===== src/rtl/aux_seq_pkg.sv =====
package aux_seq_pkg;

  localparam int ADDR_W = 20;
  localparam int LEN_W  = 8;
  localparam int EVT_W  = 6;

  localparam int EVT_DONE      = 0;
  localparam int EVT_BAD_ADDR  = 1;
  localparam int EVT_TIMEOUT   = 2;
  localparam int EVT_NACK_DEF  = 3;
  localparam int EVT_I2C_NACK  = 4;
  localparam int EVT_I2C_DEFER = 5;

  typedef enum logic [2:0] {
    CPL_OK        = 3'd0,
    CPL_BAD_ADDR  = 3'd1,
    CPL_TIMEOUT   = 3'd2,
    CPL_NACK_DEF  = 3'd3,
    CPL_I2C_NACK  = 3'd4,
    CPL_I2C_DEFER = 3'd5
  } cpl_code_e;

  typedef struct packed {
    logic              is_read;
    logic [ADDR_W-1:0] addr;
    logic [LEN_W-1:0]  len_m1;
  } req_hdr_t;

  typedef enum logic [3:0] {
    ST_IDLE,
    ST_HRD,
    ST_HCAP,
    ST_REQ,
    ST_WRD,
    ST_WCAP,
    ST_WOUT,
    ST_RDAT,
    ST_CPL
  } seq_state_e;

endpackage


===== src/rtl/aux_seq_hdr.sv =====
module aux_seq_hdr
  import aux_seq_pkg::*;
(
  input  logic           clk,
  input  logic           rst_n,
  input  logic           cap_en,
  input  logic [1:0]     cap_idx,
  input  logic [7:0]     cap_byte,
  output req_hdr_t       hdr
);

  localparam int NBYTES = 4;

  logic [4:0]       lead_q;
  logic [2:0][7:0]  tail_q;

  always_ff @(posedge clk) begin
    if (!rst_n) begin
      lead_q <= '0;
    end else if (cap_en && cap_idx == 2'd0) begin
      lead_q <= cap_byte[4:0];
    end
  end

  for (genvar gi = 1; gi < NBYTES; gi++) begin : g_tail
    always_ff @(posedge clk) begin
      if (!rst_n) begin
        tail_q[gi-1] <= '0;
      end else if (cap_en && cap_idx == 2'(gi)) begin
        tail_q[gi-1] <= cap_byte;
      end
    end
  end

  always_comb begin
    hdr.is_read = lead_q[4];
    hdr.addr    = {lead_q[3:0], tail_q[0], tail_q[1]};
    hdr.len_m1  = tail_q[2];
  end

endmodule


===== src/rtl/aux_seq_outcome.sv =====
module aux_seq_outcome
  import aux_seq_pkg::*;
(
  input  logic             clk,
  input  logic             rst_n,
  input  logic             done_fire,
  input  logic             err_fire,
  input  logic [2:0]       code,
  input  logic             i2c_mode,
  output logic [EVT_W-1:0] evt
);

  logic [EVT_W-1:0] evt_d;

  always_comb begin
    evt_d = '0;
    if (done_fire) begin
      evt_d[EVT_DONE] = 1'b1;
    end else if (err_fire) begin
      unique case (code)
        CPL_BAD_ADDR:  evt_d[EVT_BAD_ADDR] = 1'b1;
        CPL_TIMEOUT:   evt_d[EVT_TIMEOUT]  = 1'b1;
        CPL_I2C_NACK:  evt_d[i2c_mode ? EVT_I2C_NACK  : EVT_NACK_DEF] = 1'b1;
        CPL_I2C_DEFER: evt_d[i2c_mode ? EVT_I2C_DEFER : EVT_NACK_DEF] = 1'b1;
        default:       evt_d[EVT_NACK_DEF] = 1'b1;
      endcase
    end
  end

  always_ff @(posedge clk) begin
    if (!rst_n) evt <= '0;
    else        evt <= evt_d;
  end

endmodule


===== src/rtl/aux_batch_sequencer.sv =====
module aux_batch_sequencer
  import aux_seq_pkg::*;
#(
  parameter int CNT_W   = 8,
  parameter int FIFO_AW = 8
) (
  input  logic               clk,
  input  logic               rst_n,
  input  logic               ctl_wr,
  input  logic [CNT_W+1:0]   ctl_wdata,
  output logic [CNT_W+1:0]   ctl_q,
  output logic               busy,
  output logic [CNT_W:0]     xact_count,
  output logic               fifo_rd_en,
  output logic [FIFO_AW-1:0] fifo_rd_addr,
  input  logic [7:0]         fifo_rd_data,
  output logic               fifo_wr_en,
  output logic [FIFO_AW-1:0] fifo_wr_addr,
  output logic [7:0]         fifo_wr_data,
  output logic               req_valid,
  input  logic               req_ready,
  output logic               req_read,
  output logic               req_i2c,
  output logic [ADDR_W-1:0]  req_addr,
  output logic [LEN_W-1:0]   req_len,
  output logic               wdat_valid,
  input  logic               wdat_ready,
  output logic [7:0]         wdat_byte,
  output logic               wdat_last,
  input  logic               rdat_valid,
  output logic               rdat_ready,
  input  logic [7:0]         rdat_byte,
  input  logic               cpl_valid,
  output logic               cpl_ready,
  input  logic [2:0]         cpl_code,
  output logic [EVT_W-1:0]   evt_flags
);

  localparam int CTL_W   = CNT_W + 2;
  localparam int BIT_I2C = CNT_W;
  localparam int BIT_GO  = CNT_W + 1;

  seq_state_e         st_q;
  logic [CNT_W-1:0]   cnt_m1_q;
  logic               i2c_q;
  logic [FIFO_AW-1:0] rd_ptr_q;
  logic [FIFO_AW-1:0] rx_ptr_q;
  logic [1:0]         hidx_q;
  logic [LEN_W-1:0]   bcnt_q;
  logic [7:0]         wbyte_q;
  logic [CNT_W:0]     xact_q;
  logic [CTL_W-1:0]   ctl_reg_q;
  req_hdr_t           hdr;

  logic start;
  logic cpl_fire;
  logic cpl_ok;
  logic last_xact;
  logic done_fire;
  logic err_fire;
  logic rd_beat;
  logic bcnt_end;

  // Stage decode
  assign start     = ctl_wr && (st_q == ST_IDLE) && ctl_wdata[BIT_GO];
  assign cpl_ready = (st_q == ST_CPL) || (st_q == ST_RDAT);
  assign cpl_fire  = cpl_valid && cpl_ready;
  assign cpl_ok    = (cpl_code == CPL_OK);
  assign last_xact = (xact_q == {1'b0, cnt_m1_q});
  assign done_fire = cpl_fire && cpl_ok && last_xact;
  assign err_fire  = cpl_fire && !cpl_ok;
  assign bcnt_end  = (bcnt_q == hdr.len_m1);

  assign rdat_ready = (st_q == ST_RDAT) && !cpl_valid;
  assign rd_beat    = rdat_valid && rdat_ready;

  // Outward signals
  assign busy         = (st_q != ST_IDLE);
  assign ctl_q        = ctl_reg_q;
  assign xact_count   = xact_q;
  assign fifo_rd_en   = (st_q == ST_HRD) || (st_q == ST_WRD);
  assign fifo_rd_addr = rd_ptr_q;
  assign fifo_wr_en   = rd_beat;
  assign fifo_wr_addr = rx_ptr_q;
  assign fifo_wr_data = rdat_byte;
  assign req_valid    = (st_q == ST_REQ);
  assign req_read     = hdr.is_read;
  assign req_i2c      = i2c_q;
  assign req_addr     = hdr.addr;
  assign req_len      = hdr.len_m1;
  assign wdat_valid   = (st_q == ST_WOUT);
  assign wdat_byte    = wbyte_q;
  assign wdat_last    = bcnt_end;

  aux_seq_hdr u_hdr (
    .clk      (clk),
    .rst_n    (rst_n),
    .cap_en   (st_q == ST_HCAP),
    .cap_idx  (hidx_q),
    .cap_byte (fifo_rd_data),
    .hdr      (hdr)
  );

  aux_seq_outcome u_outcome (
    .clk       (clk),
    .rst_n     (rst_n),
    .done_fire (done_fire),
    .err_fire  (err_fire),
    .code      (cpl_code),
    .i2c_mode  (i2c_q),
    .evt       (evt_flags)
  );

  // Control word: writable only while idle
  always_ff @(posedge clk) begin
    if (!rst_n) begin
      ctl_reg_q <= '0;
      cnt_m1_q  <= '0;
      i2c_q     <= 1'b0;
    end else if (ctl_wr && st_q == ST_IDLE) begin
      ctl_reg_q <= ctl_wdata;
      if (ctl_wdata[BIT_GO]) begin
        cnt_m1_q <= ctl_wdata[CNT_W-1:0];
        i2c_q    <= ctl_wdata[BIT_I2C];
      end
    end
  end

  // Transaction counter
  always_ff @(posedge clk) begin
    if (!rst_n)                 xact_q <= '0;
    else if (start)             xact_q <= '0;
    else if (cpl_fire && cpl_ok) xact_q <= xact_q + 1'b1;
  end

  // Reply write pointer
  always_ff @(posedge clk) begin
    if (!rst_n)       rx_ptr_q <= '0;
    else if (start)   rx_ptr_q <= '0;
    else if (rd_beat) rx_ptr_q <= rx_ptr_q + 1'b1;
  end

  // Sequencer
  always_ff @(posedge clk) begin
    if (!rst_n) begin
      st_q     <= ST_IDLE;
      rd_ptr_q <= '0;
      hidx_q   <= '0;
      bcnt_q   <= '0;
      wbyte_q  <= '0;
    end else begin
      unique case (st_q)
        ST_IDLE: begin
          if (start) begin
            rd_ptr_q <= '0;
            hidx_q   <= '0;
            st_q     <= ST_HRD;
          end
        end
        ST_HRD: st_q <= ST_HCAP;
        ST_HCAP: begin
          rd_ptr_q <= rd_ptr_q + 1'b1;
          hidx_q   <= hidx_q + 1'b1;
          st_q     <= (hidx_q == 2'd3) ? ST_REQ : ST_HRD;
        end
        ST_REQ: begin
          if (req_ready) begin
            bcnt_q <= '0;
            st_q   <= hdr.is_read ? ST_RDAT : ST_WRD;
          end
        end
        ST_WRD: st_q <= ST_WCAP;
        ST_WCAP: begin
          wbyte_q  <= fifo_rd_data;
          rd_ptr_q <= rd_ptr_q + 1'b1;
          st_q     <= ST_WOUT;
        end
        ST_WOUT: begin
          if (wdat_ready) begin
            if (bcnt_end) begin
              st_q <= ST_CPL;
            end else begin
              bcnt_q <= bcnt_q + 1'b1;
              st_q   <= ST_WRD;
            end
          end
        end
        ST_RDAT: begin
          if (cpl_fire) begin
            hidx_q <= '0;
            st_q   <= (cpl_ok && !last_xact) ? ST_HRD : ST_IDLE;
          end else if (rd_beat) begin
            bcnt_q <= bcnt_q + 1'b1;
            if (bcnt_end) st_q <= ST_CPL;
          end
        end
        ST_CPL: begin
          if (cpl_fire) begin
            hidx_q <= '0;
            st_q   <= (cpl_ok && !last_xact) ? ST_HRD : ST_IDLE;
          end
        end
        default: st_q <= ST_IDLE;
      endcase
    end
  end

endmodule


===== config.mk =====
export PLATFORM = sky130hd
export DESIGN_NAME = aux_batch_sequencer
export DESIGN_NICKNAME = d
export VERILOG_FILES = /design/src/rtl/aux_seq_pkg.sv /design/src/rtl/aux_seq_hdr.sv /design/src/rtl/aux_seq_outcome.sv /design/src/rtl/aux_batch_sequencer.sv
export SDC_FILE = /design/constraint.sdc
export NUM_CORES = 1
export LEC_CHECK = 0
export ABC_CLOCK_PERIOD_IN_PS = 2200
export BUFFER_PORTS_ARGS = -buffer_cell sky130_fd_sc_hd__buf_2
export CAP_MARGIN = 20
export CORE_MARGIN = 4
export CORE_UTILIZATION = 52
export DETAILED_ROUTE_END_ITERATION = 7
export PLACE_DENSITY = 0.8
export SETUP_SLACK_MARGIN = 0.05
export SYNTH_ARGS = -nofsm -noshare
export SYNTH_HDL_FRONTEND = slang
export SYNTH_SLANG_ARGS = --single-unit

===== constraint.sdc =====
create_clock -name clk -period 2.2 [get_ports clk]
set_input_delay 0.11 -clock clk [delete_from_list [all_inputs] [get_ports clk]]
set_output_delay 0.11 -clock clk [all_outputs]
set_load 0.01 [all_outputs]

==> results_dict.tcl <==
set metrics [dict create \
    vias 4134 \
    cts_num_sinks 101 \
    insertion_delay_ps 360 \
    die_w_microns 100 \
    power_w 0.00359 \
    fin_crit_sh_pct 88.7 \
    synth_edf_count 0 \
    finalSetupViolCount 0 \
    ys_top_cells_by_count "101 x dfxtp_1, 91 x nand2_1, 57 x a21oi_1" \
    crit_fanout 10 \
    synth-seq-cells 101 \
    slew_headroom_pct 65.7 \
    crit_chain "buf_4 > nand2b_1 > o22ai_1 > a32o_1 > a211oi_2 > mux2i_1 > nor2_1" \
    crit_path_end_kind "flop" \
    fill_cells 720 \
    async_reset_ff_share_pct 0 \
    ctsHtreeMaxLevel 3 \
    utilization_pct 65.6 \
    syn_area_sq_um 4450 \
    skew_ps 8.63 \
    routed_via_density 5.45 \
    ant_nets 0 \
    grt_pass1_wl_microns 18500 \
    finalSetupTns_ps 0 \
    rsz0062_at_grt "false" \
    slowest_delay_ps 420 \
    crit_path_start_kind "flop" \
    grt_usage_pct 22.7 \
    powerDensity_nw_per_um2 663 \
    drv_slew 0 \
    hp-class "input port to flop" \
    gp_congestion 0.887 \
    drc 0 \
    pin_count 131 \
    clockRootBuffer "clkbuf_8" \
    synth_top_area_share_pct 45.5 \
    timing.fmax_mhz 512 \
    wirelength_microns 11300 \
    final_nets 692 \
    ir_drop_uv 385 \
    synth_top_area_cell "dfxtp_1" \
    grt_max_degree 29 \
    syn_avg_cell_area_sq_um 8.42 \
    period_minus_slack_ps 1950 \
    synth.most_common_cell "dfxtp_1" \
    status "finished clean" \
    synth.area.top_cells "dfxtp_1 45%, nand2_1 7.7%, a21oi_1 6.4%, xnor2_1 4.9%, nand3_1 4.4%" \
    hpwlAfterDp_microns 8260 \
    port_buffers 114 \
    grt_pass1_vias 3926 \
    hold_viol 0 \
    area_delta_synth_final_pct 21.8 \
    dr.pass1.iters 5 \
    post_cts_buffers 0 \
    synthCells 528 \
    antenna_found_initial 0 \
    syn_nets 572 \
    yosys.cell_types.count 48 \
    post_drt_wl_per_cell_microns 14.9 \
    die_h_microns 100 \
    core_sq_um 8260 \
    die_area_sq_um 10100 \
    required_ps 2450 \
    drive_above_1_share_pct 24.2 \
    antenna_cells 0 \
    clockBufferDepth 2 \
    initial_utilization_pct 53.8 \
    drtIter0Drc 203 \
    numCtsBuffers 9 \
    cts_tree "done" \
    synth-main-ff-cell "dfxtp_1" \
    synth-seq-area-share_pct 45.5 \
    cap_violations 0 \
    rows 33 \
    overflow 0 \
    path_class "flop to flop" \
    worst_path_max_delay_cell "dfxtp_1" \
    path_clk_slew_ps 100 \
    crit_arrival_ps 2200 \
    yosysWarnings 0 \
    power_leakage_nw 2.32 \
    worst_slew_pin_slew_ps 513 \
]
[area by class of cell]
cell class / count / area [sq um] / area share (%)
clock buffer: 9 / 124 / 2.29
inverter: 12 / 45.0 / 0.832
sequential: 101 / 2020 / 37.3
tap: 105 / 131 / 2.43
multi-input combinational: 381 / 2220 / 40.9
timing repair buffer: 143 / 818 / 15.1
clock inverter: 7 / 57.6 / 1.06
[cell families (layout without fill, tap and decap cells)]
kind of cell             after synthesis  after routing  share of synthesized area, %
multiplexers                           6              6                          1.35
flip-flops                           101            101                          45.5
adder cells (fa/ha/maj)                8              8                          2.25
AO/OA/AOI/OAI                         89             89                          11.9
XOR/XNOR                              43             43                          8.47
buffers and inverters                 46            171                          4.84
AND/OR/NAND/NOR                      235            235                          25.7
[cell usage in the layout (no fill, tap or decap), types with 6 or more instances in the layout]
| cell | instances |
|---|---|
| buf_2 | 114 |
| dfxtp_1 | 101 |
| nand2_1 | 91 |
| a21oi_1 | 57 |
| nor2_1 | 44 |
| nand3_1 | 39 |
| xnor2_1 | 25 |
| xor2_1 | 18 |
| buf_4 | 17 |
| inv_1 | 12 |
| nand4_1 | 12 |
| dlygate4sd3_1 | 12 |
| a22o_1 | 9 |
| o21ai_0 | 9 |
| clkbuf_8 | 9 |
| ha_1 | 8 |
| nor3_1 | 7 |
| nand2b_1 | 6 |
| nor4_1 | 6 |
| mux2i_1 | 6 |
[state kept, by name, indices dropped and copies added, names as in the netlist]
signal         cells
u_hdr.hdr         24
ctl_q             10
xact_count         9
bcnt_q             8
cnt_m1_q           8
fifo_rd_addr       8
fifo_wr_addr       8
wdat_byte          8
u_outcome.evt      6
u_hdr.lead_q       5
st_q               4
hidx_q             2
req_i2c            1
[per-stage QoR]
stage	area, sq um	instances	setup slack, ps	hold WS (ps)
finish	5420	758	248	12.1
global route	5420	758	97.5	8.40
CTS	5410	758	190	2.30
detailed placement	5110	730	233	220
global placement	5110	730	311	220
floorplan	4450	528	220	182
[report_power, final]
part / switching (W) / total, W / leakage, nW / internal (W)
logic: 0.000340 / 0.000563 / 1.41 / 0.000223
registers: 0.0000493 / 0.00193 / 0.816 / 0.00188
clock network: 0.000669 / 0.00110 / 0.0934 / 0.000430
total: 0.00106 / 0.00359 / 2.32 / 0.00253
[critical path, delay by kind of cell (launching register included)]
| family | cells | cell delay [ps] |
|---|---|---|
| AO/OA/AOI/OAI | 3 | 710 |
| flip-flops | 1 | 420 |
| AND/OR/NAND/NOR | 2 | 250 |
| multiplexers | 1 | 250 |
| buffers and inverters | 1 | 210 |
[timing repair]
action / CTS / global route
endpoints found under the setup margin: 0 / 9
gates resized for setup: 0 / 1
hold buffers: 12 / 0
hold endpoints to repair: 15 / 0
[routing by layer]
layer  up-vias  wire length (microns)  GRT usage [%]
met5         -                      0              0
met4         0                    207           8.39
met3        18                    990           5.40
met2       180                   5280           36.6
met1      1900                   4830           29.6
li1       2036                      -              -
[final timing paths]
kind	from	cells past startpoint	endpoint	slack [ps]
min reg2reg	u_hdr.hdr[18]	2	u_hdr.hdr[18]	460
max	st_q[0]	7	st_q[1]	250
max reg2reg	st_q[0]	7	st_q[1]	250
min	ctl_wdata[1]	2	cnt_m1_q[1]	10
Note: power is estimated with default switching activity, not from simulation.
